**config.mk**
```make
export PLATFORM = sky130hd
export DESIGN_NAME = layered_fe_array
export DESIGN_NICKNAME = d
export VERILOG_FILES = /design/src/rtl/lfa_pkg.sv /design/src/rtl/lfa_route_layer.sv /design/src/rtl/lfa_combine_layer.sv /design/src/rtl/layered_fe_array.sv
export SDC_FILE = /design/constraint.sdc
export NUM_CORES = 1
export LEC_CHECK = 0
export BUFFER_PORTS_ARGS = -buffer_cell sky130_fd_sc_hd__buf_2
export CAP_MARGIN = 20
export CORE_ASPECT_RATIO = 0.9
export CORE_MARGIN = 2
export CORE_UTILIZATION = 30
export CTS_CLUSTER_DIAMETER = 200
export CTS_CLUSTER_SIZE = 14
export DETAILED_ROUTE_END_ITERATION = 6
export REMOVE_ABC_BUFFERS = 1
export SETUP_SLACK_MARGIN = 0.2
export SLEW_MARGIN = 20
export SYNTH_ARGS = -nofsm -noshare
export SYNTH_HDL_FRONTEND = slang
export SYNTH_SLANG_ARGS = --single-unit
```
**constraint.sdc**
```tcl
create_clock -name clk -period 0.8 [get_ports clk]
set_clock_uncertainty 0.2 [all_clocks]
set_input_delay 0.08 -clock clk [delete_from_list [all_inputs] [get_ports clk]]
set_output_delay 0.08 -clock clk [all_outputs]
set_load 0.02 [all_outputs]
```
**src/rtl/lfa_pkg.sv**
```systemverilog
package lfa_pkg;
  localparam int GRP_W = 3;
  localparam int OP_W  = 3;

  typedef logic [GRP_W-1:0] grp_t;

  typedef enum logic [OP_W-1:0] {
    OP_PASS = 3'd0,
    OP_INV  = 3'd1,
    OP_ADD  = 3'd2,
    OP_AND  = 3'd3,
    OP_OR   = 3'd4,
    OP_NAND = 3'd5,
    OP_NOR  = 3'd6,
    OP_XOR  = 3'd7
  } op_e;

  // Any select value lands on an existing group.
  function automatic int unsigned wrap_sel(input int unsigned s, input int unsigned n);
    return s % n;
  endfunction

  // Fixed eight-entry function cell; the add drops its carry.
  function automatic grp_t cell_eval(input op_e op, input grp_t a, input grp_t b);
    grp_t r;
    case (op)
      OP_PASS: r = a;
      OP_INV:  r = ~a;
      OP_ADD:  r = a + b;
      OP_AND:  r = a & b;
      OP_OR:   r = a | b;
      OP_NAND: r = ~(a & b);
      OP_NOR:  r = ~(a | b);
      default: r = a ^ b;
    endcase
    return r;
  endfunction
endpackage

```
**src/rtl/lfa_route_layer.sv**
```systemverilog
module lfa_route_layer
  import lfa_pkg::*;
#(
  parameter int N_IN  = 32,
  parameter int N_EL  = 16,
  parameter int SEL_W = 5,
  localparam int FLD_W = GRP_W * SEL_W
) (
  input  logic [N_IN-1:0]        din_i,
  input  logic [N_EL*FLD_W-1:0]  cfg_i,
  output logic [N_EL*GRP_W-1:0]  grp_o
);
  for (genvar e = 0; e < N_EL; e++) begin : g_el
    for (genvar k = 0; k < GRP_W; k++) begin : g_bit
      logic [SEL_W-1:0] sel;
      assign sel = cfg_i[e*FLD_W + k*SEL_W +: SEL_W];
      assign grp_o[e*GRP_W + k] = din_i[wrap_sel(32'(sel), N_IN)];
    end
  end
endmodule

```
**src/rtl/lfa_combine_layer.sv**
```systemverilog
module lfa_combine_layer
  import lfa_pkg::*;
#(
  parameter int N_PREV = 16,
  parameter int N_EL   = 6,
  parameter int SEL_W  = 4,
  localparam int FLD_W = 2 * SEL_W + OP_W
) (
  input  logic [N_PREV*GRP_W-1:0] prev_i,
  input  logic [N_EL*FLD_W-1:0]   cfg_i,
  output logic [N_EL*GRP_W-1:0]   grp_o,
  output logic [N_EL*GRP_W-1:0]   opa_o,
  output logic [N_EL*GRP_W-1:0]   opb_o,
  output logic [N_EL*OP_W-1:0]    op_o
);
  for (genvar e = 0; e < N_EL; e++) begin : g_el
    logic [SEL_W-1:0] sa, sb;
    logic [OP_W-1:0]  opc;
    grp_t             a, b;
    assign sa  = cfg_i[e*FLD_W +: SEL_W];
    assign sb  = cfg_i[e*FLD_W + SEL_W +: SEL_W];
    assign opc = cfg_i[e*FLD_W + 2*SEL_W +: OP_W];
    assign a   = prev_i[wrap_sel(32'(sa), N_PREV)*GRP_W +: GRP_W];
    assign b   = prev_i[wrap_sel(32'(sb), N_PREV)*GRP_W +: GRP_W];
    assign grp_o[e*GRP_W +: GRP_W] = cell_eval(op_e'(opc), a, b);
    assign opa_o[e*GRP_W +: GRP_W] = a;
    assign opb_o[e*GRP_W +: GRP_W] = b;
    assign op_o[e*OP_W +: OP_W]    = opc;
  end
endmodule

```
**src/rtl/layered_fe_array.sv**
```systemverilog
module layered_fe_array
  import lfa_pkg::*;
#(
  parameter int N_IN    = 32,
  parameter int L1_N    = 16,
  parameter int L2_N    = 6,
  parameter int L3_N    = 4,
  parameter int L4_N    = 2,
  parameter bit REG_OUT = 1'b1,
  localparam int SEL_IN_W = $clog2(N_IN),
  localparam int SEL_G_W  = $clog2(L1_N),
  localparam int F1_W     = GRP_W * SEL_IN_W,
  localparam int FC_W     = 2 * SEL_G_W + OP_W,
  localparam int OFF2     = L1_N * F1_W,
  localparam int OFF3     = OFF2 + L2_N * FC_W,
  localparam int OFF4     = OFF3 + L3_N * FC_W,
  localparam int OFF5     = OFF4 + L4_N * FC_W,
  localparam int CFG_W    = OFF5 + FC_W,
  localparam int N_CELL   = L2_N + L3_N + L4_N + 1
) (
  input  logic             clk,
  input  logic             rst_n,
  input  logic [CFG_W-1:0] cfg_bits,
  input  logic [N_IN-1:0]  din,
  output logic [GRP_W-1:0] group_out,
  output logic             motor_right
);
  logic [L1_N*GRP_W-1:0] grp1;
  logic [L2_N*GRP_W-1:0] grp2, a2, b2;
  logic [L3_N*GRP_W-1:0] grp3, a3, b3;
  logic [L4_N*GRP_W-1:0] grp4, a4, b4;
  logic [GRP_W-1:0]      grp5, a5, b5;
  logic [L2_N*OP_W-1:0]  op2;
  logic [L3_N*OP_W-1:0]  op3;
  logic [L4_N*OP_W-1:0]  op4;
  logic [OP_W-1:0]       op5;

  // Named taps for the checker: every function cell's operands, code, result.
  logic [N_CELL*GRP_W-1:0] cell_a, cell_b, cell_res;
  logic [N_CELL*OP_W-1:0]  cell_op;
  grp_t                    fin_grp;

  lfa_route_layer #(.N_IN(N_IN), .N_EL(L1_N), .SEL_W(SEL_IN_W)) u_l1 (
    .din_i(din), .cfg_i(cfg_bits[OFF2-1:0]), .grp_o(grp1));

  lfa_combine_layer #(.N_PREV(L1_N), .N_EL(L2_N), .SEL_W(SEL_G_W)) u_l2 (
    .prev_i(grp1), .cfg_i(cfg_bits[OFF3-1:OFF2]), .grp_o(grp2),
    .opa_o(a2), .opb_o(b2), .op_o(op2));

  lfa_combine_layer #(.N_PREV(L2_N), .N_EL(L3_N), .SEL_W(SEL_G_W)) u_l3 (
    .prev_i(grp2), .cfg_i(cfg_bits[OFF4-1:OFF3]), .grp_o(grp3),
    .opa_o(a3), .opb_o(b3), .op_o(op3));

  lfa_combine_layer #(.N_PREV(L3_N), .N_EL(L4_N), .SEL_W(SEL_G_W)) u_l4 (
    .prev_i(grp3), .cfg_i(cfg_bits[OFF5-1:OFF4]), .grp_o(grp4),
    .opa_o(a4), .opb_o(b4), .op_o(op4));

  lfa_combine_layer #(.N_PREV(L4_N), .N_EL(1), .SEL_W(SEL_G_W)) u_l5 (
    .prev_i(grp4), .cfg_i(cfg_bits[CFG_W-1:OFF5]), .grp_o(grp5),
    .opa_o(a5), .opb_o(b5), .op_o(op5));

  assign cell_a   = {a5, a4, a3, a2};
  assign cell_b   = {b5, b4, b3, b2};
  assign cell_res = {grp5, grp4, grp3, grp2};
  assign cell_op  = {op5, op4, op3, op2};
  assign fin_grp  = grp5;

  if (REG_OUT) begin : g_reg
    always_ff @(posedge clk or negedge rst_n) begin
      if (!rst_n) group_out <= '0;
      else        group_out <= fin_grp;
    end
  end else begin : g_comb
    assign group_out = fin_grp;
  end

  assign motor_right = group_out[0];
endmodule

```
* Word-level counts from Yosys, hierarchy flattened
Index checks and enable logic that the tools add are counted.
** Word-level totals
- Register bits :: 3
- Input port bits :: 417
- Word-level logic and storage cells :: 400
** Cells by class
- Bitwise gates (word level) :: 78
- $lt $le $gt $ge :: 48
- Shift operators :: 26
- Div/mod/pow operators :: 8
- Multiply operators :: 26
- Reductions and logical operators :: 13
- Equality and inequality tests :: 78
- Mux-type cells :: 109
- Add/subtract/negate cells :: 13
** Operators by type and width (count)
- $shiftx A48 B33 Y3 :: 12
- $lt A5 B6 Y1 const B :: 48
- $pmux W3 S7 :: 13
- $shiftx A18 B33 Y3 :: 8
- $mod A4 B3 Y32 const B :: 8
- $mul A32 B2 Y32 const B :: 8
- $bmux W1 S5 :: 48
- $shiftx A12 B33 Y3 :: 4
- $eq A3 B3 Y1 const B :: 39
- $not A3 Y3 :: 39
- $eq A3 B2 Y1 const B :: 26
- $mul A4 B2 Y6 const B :: 12
- $shiftx A6 B33 Y3 :: 2
- $mux W1 :: 48
- $add A3 B3 Y3 :: 13
- $and A3 B3 Y3 :: 13
- $eq A3 B1 Y1 const B :: 13
- $logic_not A3 Y1 :: 13
- $or A3 B3 Y3 :: 13
- $xor A3 B3 Y3 :: 13
- $mul A2 B2 Y4 const B :: 4
- $mul A1 B2 Y3 const B :: 2

* Longest topological paths before layout
- Depth in word-level cells :: 18
- Mapped depth :: 65
- Mapped depth without buffers :: 60

* Cells and area by module
From an unflattened synthesis, not the netlist that was laid out.
** Second synthesis, totals
- Cells, all modules :: 4015
- Area total of the unflattened synthesis :: 33055.5 um2
** Modules (own cells, without submodules)
- lfa_route_layer :: times used 1, seq. area each 0.0 um2, cells each 2128, area an instance 15838.9 um2
- lfa_combine_layer (u_l3) :: times used 1, seq. area each 0.0 um2, cells each 1004, area an instance 8330.5 um2
- lfa_combine_layer (u_l2) :: times used 1, seq. area each 0.0 um2, cells each 704, area an instance 7357.1 um2
- lfa_combine_layer (u_l4) :: times used 1, seq. area each 0.0 um2, cells each 116, area an instance 1007.2 um2
- lfa_combine_layer (u_l5) :: times used 1, seq. area each 0.0 um2, cells each 59, area an instance 439.2 um2
- layered_fe_array :: times used 1, seq. area each 75.1 um2, cells each 4, area an instance 82.6 um2

* Least setup slack after synthesis
No wires, ideal clock.
- Path kind :: input port to flip-flop
- Start point :: input port cfg_bits[181]
- End point :: register group_out[1]
- Arrival :: 10.117 ns
- Path slack :: -9.610 ns
- Path buffers :: 3
- Library setup time :: 0.094 ns
- Stages :: 45
- Path through :: buf_2 buf_2 mux2i_1 a22oi_1 nand3_1 nand2_1 or2_2 mux4_2 mux4_2 ha_1 inv_1 fa_1 nor2_1 a222oi_1 nand2_1 or3_1 and3_2 clkbuf_2 [... 9 more ...] nor3_1 a21o_1 a222oi_1 or3b_2 nand4_1 nor2_1 o21a_1 fa_1 a222oi_1 a2111oi_0 mux2_1 or3_1 inv_1 fa_1 nor3_1 o31ai_1 and3b_1 a211oi_1
** Between the ends
- Word-level cells in the longest chain between the ends :: 18
** RTL lines
- start: declaration :: RTL line layered_fe_array.sv:23 : input logic [CFG_W-1:0] cfg_bits,
- $bmux W1 S5 (*) :: RTL line lfa_route_layer.sv:17 : assign grp_o[e*GRP_W + k] = din_i[wrap_sel(32'(sel), N_IN)];
- $mux W1 (implied by the code) (*) :: RTL line lfa_route_layer.sv:17
- parallel branches: the longest is 15 deep, another holds $add A3 B3 Y3
- $pmux W3 S7 (*) :: RTL line lfa_pkg.sv:26 : case (op)
- net fin_grp[1] :: RTL line layered_fe_array.sv:41 : grp_t fin_grp;
- end signal: assignment :: RTL line layered_fe_array.sv:71 : else group_out <= fin_grp;
- end: declaration :: RTL line layered_fe_array.sv:25 : output logic [GRP_W-1:0] group_out,
Mark *: on every way through the listed nets, which the timed path passes. The select of a mux whose other input is x is not followed.

* Final worst setup path
- Start point :: input port cfg_bits[16]
- End point :: register group_out[1]
Same word-level chain as after synthesis.

==> impl_metrics.json <==
{
  "status": "complete, but fails checks",
  "violations": "design-rule violations, negative hold slack, negative setup slack",
  "clockRootBuffer": "clkbuf_16",
  "core_area_um2": 112900,
  "cp_common_cell": "buf_4",
  "cp-end-kind": "flip-flop",
  "layoutNonFillerInstCount": 7710,
  "synth.cell_area_um2": 34020,
  "p_leak_nw": 23.74,
  "cp_slowest_cell": "mux4_2",
  "power_density_nw_per_um2": 1305,
  "reg_top3": "group_out: 3 flops",
  "ys_ff_latch": 3,
  "finalWirelength_um": 179800,
  "cts.clk_slew.worst_paths_ns": 0.03,
  "drc": 3,
  "start_util_pct": 30.15,
  "cts_made_buffers": 3,
  "hold_path_class": "in -> async",
  "path_max_fanout": 6,
  "max_stage_delay_ns": 0.55,
  "fmax_mhz": 96.21,
  "layout_commonest_cell": "buf_4",
  "htree_levels": 1,
  "first_pass_iters": 7,
  "dpl.hpwl_um": 143800,
  "p_sw_share_pct": 50.17,
  "fin_total_pwr_mw": 66.00,
  "top_layer": "met5",
  "dieArea_um2": 116100,
  "antenna_found_initial": 74,
  "synthFlopType": "dfrtp_1",
  "globalplace.congestion": 1.050,
  "slew_violations": 0,
  "io_buffers": 406,
  "grt_pass1_wl_um": 263400,
  "seq_power_share_pct": 0.4,
  "synth-seq-area-share_pct": 0.2206,
  "period_minus_slack_ns": 10.39,
  "io_pins": 421,
  "largest_register_ffs": 3,
  "cts_tree": "built",
  "most-common-layout-cells": "buf_4 (1320), mux2i_1 (785), nand2_1 (462), buf_2 (373), nor2_1 (270)",
  "die_x_um": 359.0,
  "grt_max_degree": 29,
  "ir_drop_v": 0.0007501,
  "grt_pass1_vias": 42451,
  "setup_slack_ns": -9.594,
  "startpoint_type": "input pin",
  "area_growth_pct": 48.66,
  "critPathKind": "in -> reg",
  "grt_setup_unrepaired": "yes",
  "nets": 6742,
  "via_count": 45566,
  "routed-wl-met2_um": 74100,
  "route.met3.wl_um": 20050,
  "ant_nets": 0,
  "rows": 117,
  "synth.distinct_cells": 115,
  "required_ns": 0.74,
  "pwr-share-clk_pct": 1.2,
  "cts.sink_count": 3,
  "wl_per_cell_um": 23.32,
  "whs_ns": -0.02008,
  "hold_viol": 3,
  "p_int_mw": 32.89,
  "critPathArrivalTime_ns": 10.33,
  "synth_cells": 4682,
  "power.switching_mw": 33.11,
  "grt_usage_pct": 29.11,
  "largest-register": "group_out",
  "worst_pin_slew_ns": 0.9170,
  "drt-initial-drc-count": 5303,
  "final.period_utilization_pct": 1299,
  "dp_cells": 7541,
  "synth_edf_count": 0,
  "overflow": 0,
  "avgSynthCellArea_um2": 7.267,
  "comb_power_share_pct": 98.3,
  "max_slew_margin_pct": 38.64,
  "finalSetupViolCount": 7,
  "viasPerCell": 5.910,
  "yosys_warnings": 0,
  "final_core_util_pct": 44.81,
  "cts.path.max_buffers": 2,
  "met1_length_um": 75350,
  "die_h_um": 323.5,
  "ys_async_sr_fraction_pct": 100.0,
  "drive_above_1_share_pct": 38.22,
  "cap_violations": 0
}
final timing paths:
path	startpoint	end	slack, ns	depth (start not counted)
min	rst_n	group_out[2]	-0.02	2
min in group clk	cfg_bits[382]	group_out[1]	0.11	4
max	cfg_bits[16]	group_out[1]	-9.59	49
max in group asynchronous	rst_n	group_out[1]	0.30	2
cells by family after synthesis:
| family | after synthesis | synth area share (%) |
|---|---|---|
| buffers and inverters | 644 | 9.778 |
| multiplexers | 969 | 33.59 |
| flip-flops | 3 | 0.2206 |
| adder cells (fa/ha/maj) | 152 | 6.053 |
| AO/OA/AOI/OAI | 1172 | 23.94 |
| AND/OR/NAND/NOR | 1662 | 24.30 |
| XOR/XNOR | 80 | 2.115 |
area by class of cell:
cell class                      instances  area [um^2]
Antenna cell                           51        127.6
Clock buffer                            4        78.83
Fill cell                           11181        62290
Inverter                              193        726.9
Multi-Input combinational cell       4035        31710
Sequential cell                         3        75.07
Tap cell                             1487         1861
Timing Repair Buffer                 1937        16000
routing by layer:
metal	vias to the layer above	GRT usage, %
met3	564	7.592
met2	2661	43.12
met4	42	13.91
met1	21606	39.12
li1	20693	-
met5	-	0
power groups by stage:
stage                     sequential [mW]  combinational, mW  clock (mW)
after floorplan                     0.378               27.6           0
after global placement              0.255               57.7           0
after detailed placement            0.252               58.2           0
after CTS                           0.279               61.3       0.827
after global routing                0.289               69.0       0.846
final                               0.283               64.9       0.813
worst max-delay path, delay by kind of cell:
kind                     cells  cell delay (ns)
multiplexers                 5             2.06
buffers and inverters       12             1.77
AO/OA/AOI/OAI               20             3.19
AND/OR/NAND/NOR              7             1.33
adder cells (fa/ha/maj)      5             1.88
cell usage after synthesis (17+ instances only):
master      n  share of area (%)
a21o_1     34               0.75
nand3_1   250                3.7
fa_1       21                1.2
and2_1     65                1.2
mux2_2     31                1.0
nand2_1   467                5.2
o22ai_1    53               0.97
nand4_1    63                1.2
nand2b_1  124                2.3
a22oi_1   204                4.5
buf_4      77                1.7
o21ai_0   146                2.1
nor3b_1    23               0.51
inv_1     182                2.0
a21oi_1   263                3.9
and3_1     24               0.44
mux2i_1   805                 24
a211oi_1   98                2.2
nor2b_1   133                2.4
xnor2_1    50                1.3
clkbuf_1  134                1.5
buf_2     179                2.6
a31oi_1    27               0.50
o31ai_1    19               0.42
xor2_1     29               0.75
nor3_1    103                1.5
nor2_1    281                3.1
mux4_2    122                8.1
ha_1      131                4.8
or2_2      26               0.48
o211ai_1   49                1.1
buf_6      30               0.99
or3_1      17               0.31
a221oi_1   20               0.51
through the flow:
stage / area [um^2] / worst slack (ns) / setup TNS [ns]
final: 50580 / -9.594 / -29.11
after global routing: 50570 / -9.984 / -30.35
after CTS: 49540 / -9.433 / -28.60
after detailed placement: 47540 / -10.49 / -30.85
after global placement: 47540 / -10.48 / -30.76
after floorplan: 31420 / -9.190 / -26.62
what timing repair did:
action | in CTS | in global routing
endpoints found under the setup margin | 7 | 7
gates resized for setup | 292 | 150
gates cloned | 6 | 1
endpoints found under the hold margin | 3 | 0
hold buffers | 1 | 0
setup buffers | 75 | 31
pin swaps | 83 | 90
Power figures use the tool's default switching activity.
